### config.mk
export PLATFORM = sky130hd
export DESIGN_NAME = sar_rdr_top
export DESIGN_NICKNAME = d
export VERILOG_FILES = /design/src/rtl/sar_rdr_pkg.sv /design/src/rtl/sar_rdr_tick.sv /design/src/rtl/sar_rdr_seq.sv /design/src/rtl/sar_rdr_capture.sv /design/src/rtl/sar_rdr_top.sv
export SDC_FILE = /design/constraint.sdc
export NUM_CORES = 1
export LEC_CHECK = 0
export ABC_AREA = 1
export BUFFER_PORTS_ARGS = -buffer_cell sky130_fd_sc_hd__buf_2
export CELL_PAD_IN_SITES_DETAIL_PLACEMENT = 0
export CELL_PAD_IN_SITES_GLOBAL_PLACEMENT = 1
export CORE_MARGIN = 8
export CORE_UTILIZATION = 42
export CTS_CLUSTER_DIAMETER = 40
export CTS_CLUSTER_SIZE = 12
export DETAILED_ROUTE_END_ITERATION = 12
export PLACE_DENSITY = 0.87
export SLEW_MARGIN = 20
export SYNTH_ARGS = -nofsm -noshare
export SYNTH_HDL_FRONTEND = slang
export SYNTH_SLANG_ARGS = --single-unit
export TNS_END_PERCENT = 50
### constraint.sdc
create_clock -name clk -period 3.3 [get_ports clk]
set_input_delay 0 -clock clk [delete_from_list [all_inputs] [get_ports clk]]
set_output_delay 0 -clock clk [all_outputs]
set_load 0.03 [all_outputs]
### src/rtl/sar_rdr_pkg.sv
package sar_rdr_pkg;

    localparam int RES_W           = 16;
    localparam int SAMPLE_EDGES    = 5;
    localparam int NULL_EDGE       = SAMPLE_EDGES + 1;
    localparam int FIRST_DATA_EDGE = NULL_EDGE + 1;
    localparam int REPLAY_W        = RES_W - 1;
    localparam int MAX_EDGE        = NULL_EDGE + RES_W + REPLAY_W;
    localparam int EDGE_W          = $clog2(MAX_EDGE + 1);
    localparam int NB_W            = $clog2(RES_W + 1);
    localparam int IDX_W           = $clog2(RES_W);

    typedef enum logic [1:0] {
        ST_IDLE,
        ST_RUN,
        ST_GAP
    } seq_state_e;

    typedef struct packed {
        logic [NB_W-1:0] nbits;
        logic            check;
    } frame_cfg_t;

    typedef struct packed {
        logic [RES_W-1:0] data;
        logic             mismatch;
    } result_t;

    // Out-of-range bit counts select a full-length frame.
    function automatic logic [NB_W-1:0] norm_nbits(input logic [NB_W-1:0] n);
        if (n == '0 || n > NB_W'(RES_W))
            return NB_W'(RES_W);
        return n;
    endfunction

    // Index of the final rising edge of a frame.
    function automatic logic [EDGE_W-1:0] last_edge(input frame_cfg_t c);
        logic [EDGE_W-1:0] e;
        e = EDGE_W'(NULL_EDGE) + EDGE_W'(c.nbits);
        if (c.check && c.nbits == NB_W'(RES_W))
            e = e + EDGE_W'(REPLAY_W);
        return e;
    endfunction

endpackage

### src/rtl/sar_rdr_tick.sv
module sar_rdr_tick #(
    parameter int DIV_W    = 12,
    parameter int MIN_HALF = 20
) (
    input  logic             clk,
    input  logic             rst,
    input  logic             en_i,
    input  logic [DIV_W-1:0] half_i,
    output logic             tick_o
);
    localparam logic [DIV_W-1:0] FLOOR = DIV_W'(MIN_HALF);

    logic [DIV_W-1:0] half_eff;
    logic [DIV_W-1:0] cnt;

    assign half_eff = (half_i < FLOOR) ? FLOOR : half_i;
    assign tick_o   = en_i && (cnt == half_eff - DIV_W'(1));

    always_ff @(posedge clk) begin
        if (rst || !en_i)
            cnt <= '0;
        else if (tick_o)
            cnt <= '0;
        else
            cnt <= cnt + DIV_W'(1);
    end
endmodule

### src/rtl/sar_rdr_seq.sv
module sar_rdr_seq
    import sar_rdr_pkg::*;
#(
    parameter int DIV_W = 12
) (
    input  logic              clk,
    input  logic              rst,
    input  logic              start_i,
    input  logic              hold_i,
    input  logic [DIV_W-1:0]  cfg_half_i,
    input  logic [NB_W-1:0]   cfg_nbits_i,
    input  logic              cfg_check_i,
    input  logic              tick_i,
    output logic              csn_o,
    output logic              sclk_o,
    output logic              run_o,
    output logic [DIV_W-1:0]  half_o,
    output logic              rise_o,
    output logic [EDGE_W-1:0] edge_o,
    output logic              start_o,
    output logic              done_o
);
    seq_state_e        state;
    frame_cfg_t        fcfg;
    logic              gap_second;
    logic [EDGE_W-1:0] edge_last;

    assign edge_last = last_edge(fcfg);
    assign run_o     = (state != ST_IDLE);

    always_ff @(posedge clk) begin
        if (rst) begin
            state      <= ST_IDLE;
            csn_o      <= 1'b1;
            sclk_o     <= 1'b0;
            edge_o     <= '0;
            half_o     <= '0;
            fcfg       <= '0;
            gap_second <= 1'b0;
            rise_o     <= 1'b0;
            start_o    <= 1'b0;
            done_o     <= 1'b0;
        end else begin
            rise_o  <= 1'b0;
            start_o <= 1'b0;
            done_o  <= 1'b0;
            unique case (state)
                ST_IDLE: begin
                    if (start_i && !hold_i) begin
                        csn_o      <= 1'b0;
                        sclk_o     <= 1'b0;
                        edge_o     <= '0;
                        half_o     <= cfg_half_i;
                        fcfg.nbits <= norm_nbits(cfg_nbits_i);
                        fcfg.check <= cfg_check_i;
                        start_o    <= 1'b1;
                        state      <= ST_RUN;
                    end
                end
                ST_RUN: begin
                    if (tick_i) begin
                        if (!sclk_o) begin
                            sclk_o <= 1'b1;
                            edge_o <= edge_o + EDGE_W'(1);
                            rise_o <= 1'b1;
                        end else begin
                            sclk_o <= 1'b0;
                            if (edge_o == edge_last) begin
                                csn_o      <= 1'b1;
                                done_o     <= 1'b1;
                                gap_second <= 1'b0;
                                state      <= ST_GAP;
                            end
                        end
                    end
                end
                ST_GAP: begin
                    if (tick_i) begin
                        if (gap_second)
                            state <= ST_IDLE;
                        else
                            gap_second <= 1'b1;
                    end
                end
                default: state <= ST_IDLE;
            endcase
        end
    end
endmodule

### src/rtl/sar_rdr_capture.sv
module sar_rdr_capture
    import sar_rdr_pkg::*;
#(
    parameter int SYNC_STAGES = 2
) (
    input  logic              clk,
    input  logic              rst,
    input  logic              sdo_i,
    input  logic              frame_start_i,
    input  logic              rise_i,
    input  logic [EDGE_W-1:0] edge_i,
    input  logic              frame_done_i,
    input  logic              ready_i,
    output logic              valid_o,
    output result_t           result_o,
    output logic              frame_err_o
);
    logic [SYNC_STAGES-1:0] sync_q;
    logic                   sdo_s;

    for (genvar i = 0; i < SYNC_STAGES; i++) begin : g_sync
        if (i == 0) begin : g_first
            always_ff @(posedge clk) begin
                if (rst) sync_q[i] <= 1'b0;
                else     sync_q[i] <= sdo_i;
            end
        end else begin : g_next
            always_ff @(posedge clk) begin
                if (rst) sync_q[i] <= 1'b0;
                else     sync_q[i] <= sync_q[i-1];
            end
        end
    end
    assign sdo_s = sync_q[SYNC_STAGES-1];

    int               e;
    logic             at_null;
    logic             in_data;
    logic             in_replay;
    logic [IDX_W-1:0] dbit;
    logic [IDX_W-1:0] rbit;

    always_comb begin
        e         = int'(edge_i);
        at_null   = (e == NULL_EDGE);
        in_data   = (e >= FIRST_DATA_EDGE) && (e < FIRST_DATA_EDGE + RES_W);
        in_replay = (e >= FIRST_DATA_EDGE + RES_W);
        dbit      = IDX_W'(RES_W - 1 - (e - FIRST_DATA_EDGE));
        rbit      = IDX_W'(e - (FIRST_DATA_EDGE + RES_W - 1));
    end

    always_ff @(posedge clk) begin
        if (rst) begin
            valid_o     <= 1'b0;
            result_o    <= '0;
            frame_err_o <= 1'b0;
        end else begin
            if (frame_start_i) begin
                result_o <= '0;
            end else if (rise_i) begin
                if (at_null) begin
                    if (sdo_s) frame_err_o <= 1'b1;
                end else if (in_data) begin
                    result_o.data[dbit] <= sdo_s;
                end else if (in_replay) begin
                    if (sdo_s != result_o.data[rbit]) result_o.mismatch <= 1'b1;
                end
            end
            if (frame_done_i)
                valid_o <= 1'b1;
            else if (valid_o && ready_i)
                valid_o <= 1'b0;
        end
    end
endmodule

### src/rtl/sar_rdr_top.sv
module sar_rdr_top
    import sar_rdr_pkg::*;
#(
    parameter int DIV_W       = 12,
    parameter int MIN_HALF    = 20,
    parameter int SYNC_STAGES = 2
) (
    input  logic             clk,
    input  logic             rst,
    input  logic             start_i,
    input  logic [DIV_W-1:0] cfg_half_i,
    input  logic [NB_W-1:0]  cfg_nbits_i,
    input  logic             cfg_check_i,
    output logic             adc_csn_o,
    output logic             adc_sclk_o,
    input  logic             adc_sdo_i,
    output logic             res_valid_o,
    input  logic             res_ready_i,
    output logic [RES_W-1:0] res_data_o,
    output logic             res_mismatch_o,
    output logic             frame_err_o
);
    logic              run;
    logic              tick;
    logic [DIV_W-1:0]  half_q;
    logic              rise;
    logic [EDGE_W-1:0] edge_idx;
    logic              frame_start;
    logic              frame_done;
    result_t           result;

    sar_rdr_tick #(
        .DIV_W    (DIV_W),
        .MIN_HALF (MIN_HALF)
    ) u_tick (
        .clk    (clk),
        .rst    (rst),
        .en_i   (run),
        .half_i (half_q),
        .tick_o (tick)
    );

    sar_rdr_seq #(
        .DIV_W (DIV_W)
    ) u_seq (
        .clk         (clk),
        .rst         (rst),
        .start_i     (start_i),
        .hold_i      (res_valid_o),
        .cfg_half_i  (cfg_half_i),
        .cfg_nbits_i (cfg_nbits_i),
        .cfg_check_i (cfg_check_i),
        .tick_i      (tick),
        .csn_o       (adc_csn_o),
        .sclk_o      (adc_sclk_o),
        .run_o       (run),
        .half_o      (half_q),
        .rise_o      (rise),
        .edge_o      (edge_idx),
        .start_o     (frame_start),
        .done_o      (frame_done)
    );

    sar_rdr_capture #(
        .SYNC_STAGES (SYNC_STAGES)
    ) u_cap (
        .clk           (clk),
        .rst           (rst),
        .sdo_i         (adc_sdo_i),
        .frame_start_i (frame_start),
        .rise_i        (rise),
        .edge_i        (edge_idx),
        .frame_done_i  (frame_done),
        .ready_i       (res_ready_i),
        .valid_o       (res_valid_o),
        .result_o      (result),
        .frame_err_o   (frame_err_o)
    );

    assign res_data_o     = result.data;
    assign res_mismatch_o = result.mismatch;
endmodule

# After elaboration in Yosys (flattened, before gate mapping)
# Cells that the tools add are included.
[word_totals]
register_bits = 65
input_bits = 23
out_inout_bits = 21
[classes]
add_sub_neg = 8
order_cmp = 8
eq_ne = 14
muxes = 41
n_bitwise = 7
n_reduce_logical = 30
[ops]
columns = ["cell", "n"]
rows = [
  ["2-to-1 mux 6 bit", 4],
  ["2-to-1 mux 1 bit", 20],
  ["bitwise mux 16 bit", 1],
  ["AND reduction 5 bit", 3],
  ["adder 12 x 1 -> 12 bit (second input constant)", 1],
  ["equality test 12 bit", 1],
  ["less-than comparator 12 x 5 -> 1 bit (second input constant)", 1],
  ["2-to-1 mux 12 bit", 1],
  ["2-to-1 mux 2 bit", 6],
  ["case mux 6 bit (2 select lines)", 1],
  ["subtractor 12 x 1 -> 12 bit (second input constant)", 1],
  ["less-than comparator 4 x 5 -> 1 bit (second input constant)", 2],
  ["2-to-1 mux 5 bit", 2],
  ["!= test 2 x 1 -> 1 bit (second input constant)", 4],
  ["AND reduction 4 bit", 2],
  ["nonzero test 2 bit", 4],
  ["subtractor 4 x 3 -> 4 bit (second input constant)", 2],
  ["inverter 1 bit", 7],
  ["adder 3 x 5 -> 6 bit (first input constant)", 1],
  ["adder 6 x 1 -> 6 bit (second input constant)", 1],
  ["adder 6 x 4 -> 6 bit (second input constant)", 1],
  ["equality test 6 x 4 -> 1 bit (second input constant)", 1],
  ["equality test 6 bit", 1],
  [">= comparator 6 x 3 -> 1 bit (second input constant)", 1],
  ["other kinds (25)", 39],
]

# Depth between registers and ports, before layout
[depth]
depth_word = 8
mapped_depth = 23
ltp_nobuf = 22

# Cells and area by module
# A second synthesis with hierarchy kept.
[hier_totals]
cells_unflattened = 615
area_unflattened_um2 = 3988.8
[by_module_without_submodules]
columns = ["mod", "instances", "cells_each", "area_each_um2", "seq_area_each_um2"]
rows = [
  ["sar_rdr_seq", 1, 251, 1679.1, 640.6],
  ["sar_rdr_capture", 1, 192, 1169.9, 420.4],
  ["sar_rdr_tick", 1, 172, 1139.8, 240.2],
]

# Worst setup path before layout
# OpenSTA, ideal clock, no wires.
[synth_timing]
path_kind = "register to register"
start = "register u_seq.half_o[6]"
end = "register u_seq.edge_o[1]"
arrival_time_ps = 2196
slack_ps = 971
path_stages_with_launch = 21
n_path_buf = 1
synth_period_minus_slack_ps = 2329
cell_sequence = "dfxtp_1 -> inv_2 -> nand2_2 -> nor2_4 -> nand3_4 -> buf_6 -> nand2_1 -> ha_1 -> nand3_1 -> nor2_1 -> nand3_1 -> nand3_1 -> nand2_1 -> inv_1 -> nand2_1 -> nor2_1 -> nand4_1 -> nand2_1 -> nand3_2 -> nand2_1 -> a21oi_1"
[synth_via]
elab_chain_cells = 7
[synth_lines]
columns = ["item", "line", "text"]
rows = [
  ["start: declaration", "sar_rdr_seq.sv:17", "output logic [DIV_W-1:0] half_o,"],
  ["start signal: assignment", "sar_rdr_seq.sv:53", "half_o <= cfg_half_i;"],
  ["less-than comparator 12 x 5 -> 1 bit", "sar_rdr_tick.sv:16", "assign half_eff = (half_i < FLOOR) ? FLOOR : half_i;"],
  ["2-to-1 mux 12 bit *", "sar_rdr_tick.sv:16", ""],
  ["subtractor 12 x 1 -> 12 bit *", "sar_rdr_tick.sv:17", "assign tick_o = en_i && (cnt == half_eff - DIV_W'(1));"],
  ["equality test 12 bit *", "sar_rdr_tick.sv:17", ""],
  ["logical AND 1 bit *", "sar_rdr_tick.sv:17", ""],
  ["!= test 2 bit (no source line) *", "n/a", ""],
  ["AND reduction 4 bit (no source line) *", "n/a", ""],
  ["end signal: assignment", "sar_rdr_seq.sv:64", "edge_o <= edge_o + EDGE_W'(1);"],
  ["end: declaration", "sar_rdr_seq.sv:19", "output logic [EDGE_W-1:0] edge_o,"],
]
# Every way passes the cells marked *; elsewhere a longest branch is shown, timed or not.
# A chain may end at the register's enable or synchronous reset.

# Worst setup path in the final report
# Same ends and word-level chain as after synthesis.

==> results.sh <==
export IMPL_syn_inst=541
export IMPL_cts_root_buf="clkbuf_8"
export IMPL_ff2ff_path_depth=19
export IMPL_vias=3677
export IMPL_routedWlPerCell_um=13.6
export IMPL_num_nets_final=645
export IMPL_grtUsageTotal_pct=16.9
export IMPL_grt_pass1_wl_mm=16.4
export IMPL_drt_pass1_iter_count=5
export IMPL_power_total_mw=2.68
export IMPL_grt_max_degree=23
export IMPL_htree_levels=3
export IMPL_setup_viol_count_final=0
export IMPL_drive_gt1_share_pct=12.2
export IMPL_cts_made_buffers=9
export IMPL_multi_input_area_um2=2110
export IMPL_clockBufferDepth=2
export IMPL_fin_skew_ns=0.00467
export IMPL_max_freq_mhz=365
export IMPL_die_area_um2=12200
export IMPL_min_period_ns=2.74
export IMPL_grt_antenna_before_repair=0
export IMPL_start_util_pct=43.1
export IMPL_final_common_cell="nand2_1"
export IMPL_path_buf_inv=2
export IMPL_min_path_type="in2reg"
export IMPL_setup_tns_ns=0
export IMPL_area_delta_synth_final_pct=19.7
export IMPL_syn_cell_area_um2=3740
export IMPL_nFillCells=907
export IMPL_async_flop_share_pct=0
export IMPL_crit_start="u_seq.half_o[6]$_SDFFE_PP0P_"
export IMPL_clkSinkCount=65
export IMPL_seqCellArea_um2=1300
export IMPL_ys_seq_area_share_pct=34.8
export IMPL_rsz0062_at_grt="false"
export IMPL_clk_latency_ns=0.35
export IMPL_slowest_delay_ns=0.33
export IMPL_synth_cell_types=35
export IMPL_hold_depth=2
export IMPL_cts_resized=0
export IMPL_cp_endpoint="u_seq.edge_o[1]$_SDFFE_PP0P_"
export IMPL_ys_ff_latch=65
export IMPL_p_leak_nw=2.00
export IMPL_outcome="finished clean"
export IMPL_yosys_warnings=0
export IMPL_required_ns=3.53
export IMPL_ir_worst_vdd_uv=240
export IMPL_final_cell_mix="nand2_1, nor2_1, inv_1"
export IMPL_syn_avg_cell_area_um2=6.91
export IMPL_worstSetupPathType="reg2reg"
export IMPL_cts_tree="built"
export IMPL_finalWirelength_mm=9.72
export IMPL_cp_top_family="simple AND/OR/NAND/NOR gates"
export IMPL_cts_hold_buf=20
export IMPL_r2r_end="u_seq.edge_o[1]$_SDFFE_PP0P_"
export IMPL_clkTransAtPathRegs_ns=0.07
export IMPL_hold_violations=0
export IMPL_drcViolationCount=0
export IMPL_grt_pass1_vias=3538
export IMPL_fp_coreArea_um2=8680
export IMPL_dpl_cell_count=681
export IMPL_drv_slew=0
export IMPL_instances_no_fill=716
export IMPL_syn_nets=582
export IMPL_reg2reg_setup_slack_ns=0.56
export IMPL_via_per_inst=5.14
export IMPL_globalRouteOverflowTotal=0
export IMPL_maxCapViolCount=0
export IMPL_critPathMaxFanout=16
export IMPL_fp_dieH_um=110
export IMPL_num_rows=34
export IMPL_critical_path_cell_count=19
export IMPL_ant_nets=0
export IMPL_period_share_pct=82.9
export IMPL_critPathLaunchType="register"
export IMPL_io_buffers=43
export IMPL_cp_cell_sequence="inv_2 > nand2_2 > nor2_4 > nand3_4 > nand2_1 > ha_1 > nand3_1 > nor2_1 > nand3_1 > nand3_1 > nand2_1 > inv_1 > nand2_1 > nor2_1 > nand4_1 > nand2_1 > nand3_2 > nand2_1 > a21oi_1"
export IMPL_reg2reg_from="u_seq.half_o[6]$_SDFFE_PP0P_"
export IMPL_post_cts_setup_buffers=0
export IMPL_worst_slew_pin_slew_ns=0.652
export IMPL_cpMostUsedCell="nand2_1"
export IMPL_crit_path_end_kind="register"
export IMPL_power_density_nw_per_um2=598
export IMPL_routabilityCongestion=0.903
export IMPL_synth_edff_count=0
export IMPL_slew_headroom_pct=56.5
export IMPL_boundaryPins=44
export IMPL_dpl_hpwl_mm=7.07
export IMPL_cp_slowest_cell="dfxtp_1"
export IMPL_ys_flop_type="dfxtp_1"
export IMPL_drt_iter0_markers=183
export IMPL_crit_arrival_ns=2.96
export IMPL_n_antenna_cell=0
export IMPL_die_w_um=110
## kinds of logic after synthesis
logic type / count (synthesis) / synth area share (%)
AND/OR/NAND/NOR: 248 / 29.3
AO/OA/AOI/OAI: 104 / 16.3
buffers and inverters: 86 / 8.87
flip-flops: 65 / 34.8
XOR/XNOR: 20 / 4.69
adder cells (fa/ha/maj): 18 / 6.02
## layout make-up
class | count | area share (%)
Tap cell | 108 | 3.02
Sequential cell | 65 | 29.1
Inverter | 73 | 6.12
Multi-Input combinational cell | 390 | 47.1
Clock buffer | 13 | 3.77
Clock inverter | 2 | 1.34
Timing Repair Buffer | 65 | 9.62
## registers in the layout, summed over array words and instances, names as in the netlist
name               flops
u_cap.sdo_s            1
u_seq.fcfg             6
u_seq.sclk_o           1
u_seq.gap_second       1
u_cap.result_o        17
u_cap.sync_q           1
u_seq.csn_o            1
u_seq.edge_o           6
u_cap.frame_err_o      1
u_seq.done_o           1
u_seq.rise_o           1
u_cap.valid_o          1
u_seq.start_o          1
u_tick.cnt            12
u_seq.state            2
u_seq.half_o          12
## cell usage after synthesis (3+ instances only)
cell type / count / area [um^2]
a21oi_1: 43 / 215
a311oi_1: 13 / 114
clkbuf_1: 11 / 41.3
dfxtp_1: 65 / 1300
ha_1: 18 / 225
inv_1: 70 / 263
inv_2: 3 / 11.3
nand2_1: 90 / 338
nand3_1: 40 / 200
nand4_1: 10 / 62.6
nor2_1: 83 / 312
nor3_1: 6 / 30.0
nor3b_1: 4 / 30.0
o21ai_0: 33 / 165
o221ai_1: 4 / 35.0
o31ai_1: 4 / 30.0
or2_2: 5 / 31.3
xnor2_1: 7 / 61.3
xor2_1: 13 / 114
## routing by layer
layer / track usage [%] / part of all wire (%)
met5: 0 / 0
met1: 22.9 / 50
met2: 26.1 / 45
met3: 2.91 / 3.3
met4: 6.18 / 1.3
## through the flow
step / instance area [um^2] / worst slack, ns / hold WS (ns) / util [%]
2_1_floorplan: 3740 / 0.971 / 0.107 / -
3_3_place_gp: 4050 / 0.737 / 0.201 / 46.6
3_5_place_dp: 4050 / 0.592 / 0.211 / 46.6
4_1_cts: 4480 / 0.581 / 0.0197 / 51.6
5_1_grt: 4480 / 0.230 / 0.0545 / 51.6
6_report: 4480 / 0.564 / 0.0318 / 51.6
## where the power goes
part | total (mW) | switching [mW] | internal [mW]
logic | 0.943 | 0.610 | 0.332
clock network | 0.794 | 0.310 | 0.484
registers | 0.942 | 0.0767 | 0.865
## worst min-delay path by stage
stage	slack, ns	start	endpoint
finish	0.03	rst	u_cap.sync_q[0]$_SDFF_PP0_
detailed placement	0.21	adc_sdo_i	u_cap.sync_q[0]$_SDFF_PP0_
global route	0.05	rst	u_cap.sync_q[0]$_SDFF_PP0_
global placement	0.20	adc_sdo_i	u_cap.sync_q[0]$_SDFF_PP0_
CTS	0.02	rst	u_cap.sync_q[0]$_SDFF_PP0_
floorplan	0.11	adc_sdo_i	u_cap.sync_q[0]$_SDFF_PP0_
No activity file was read; power rests on OpenSTA's default activity.
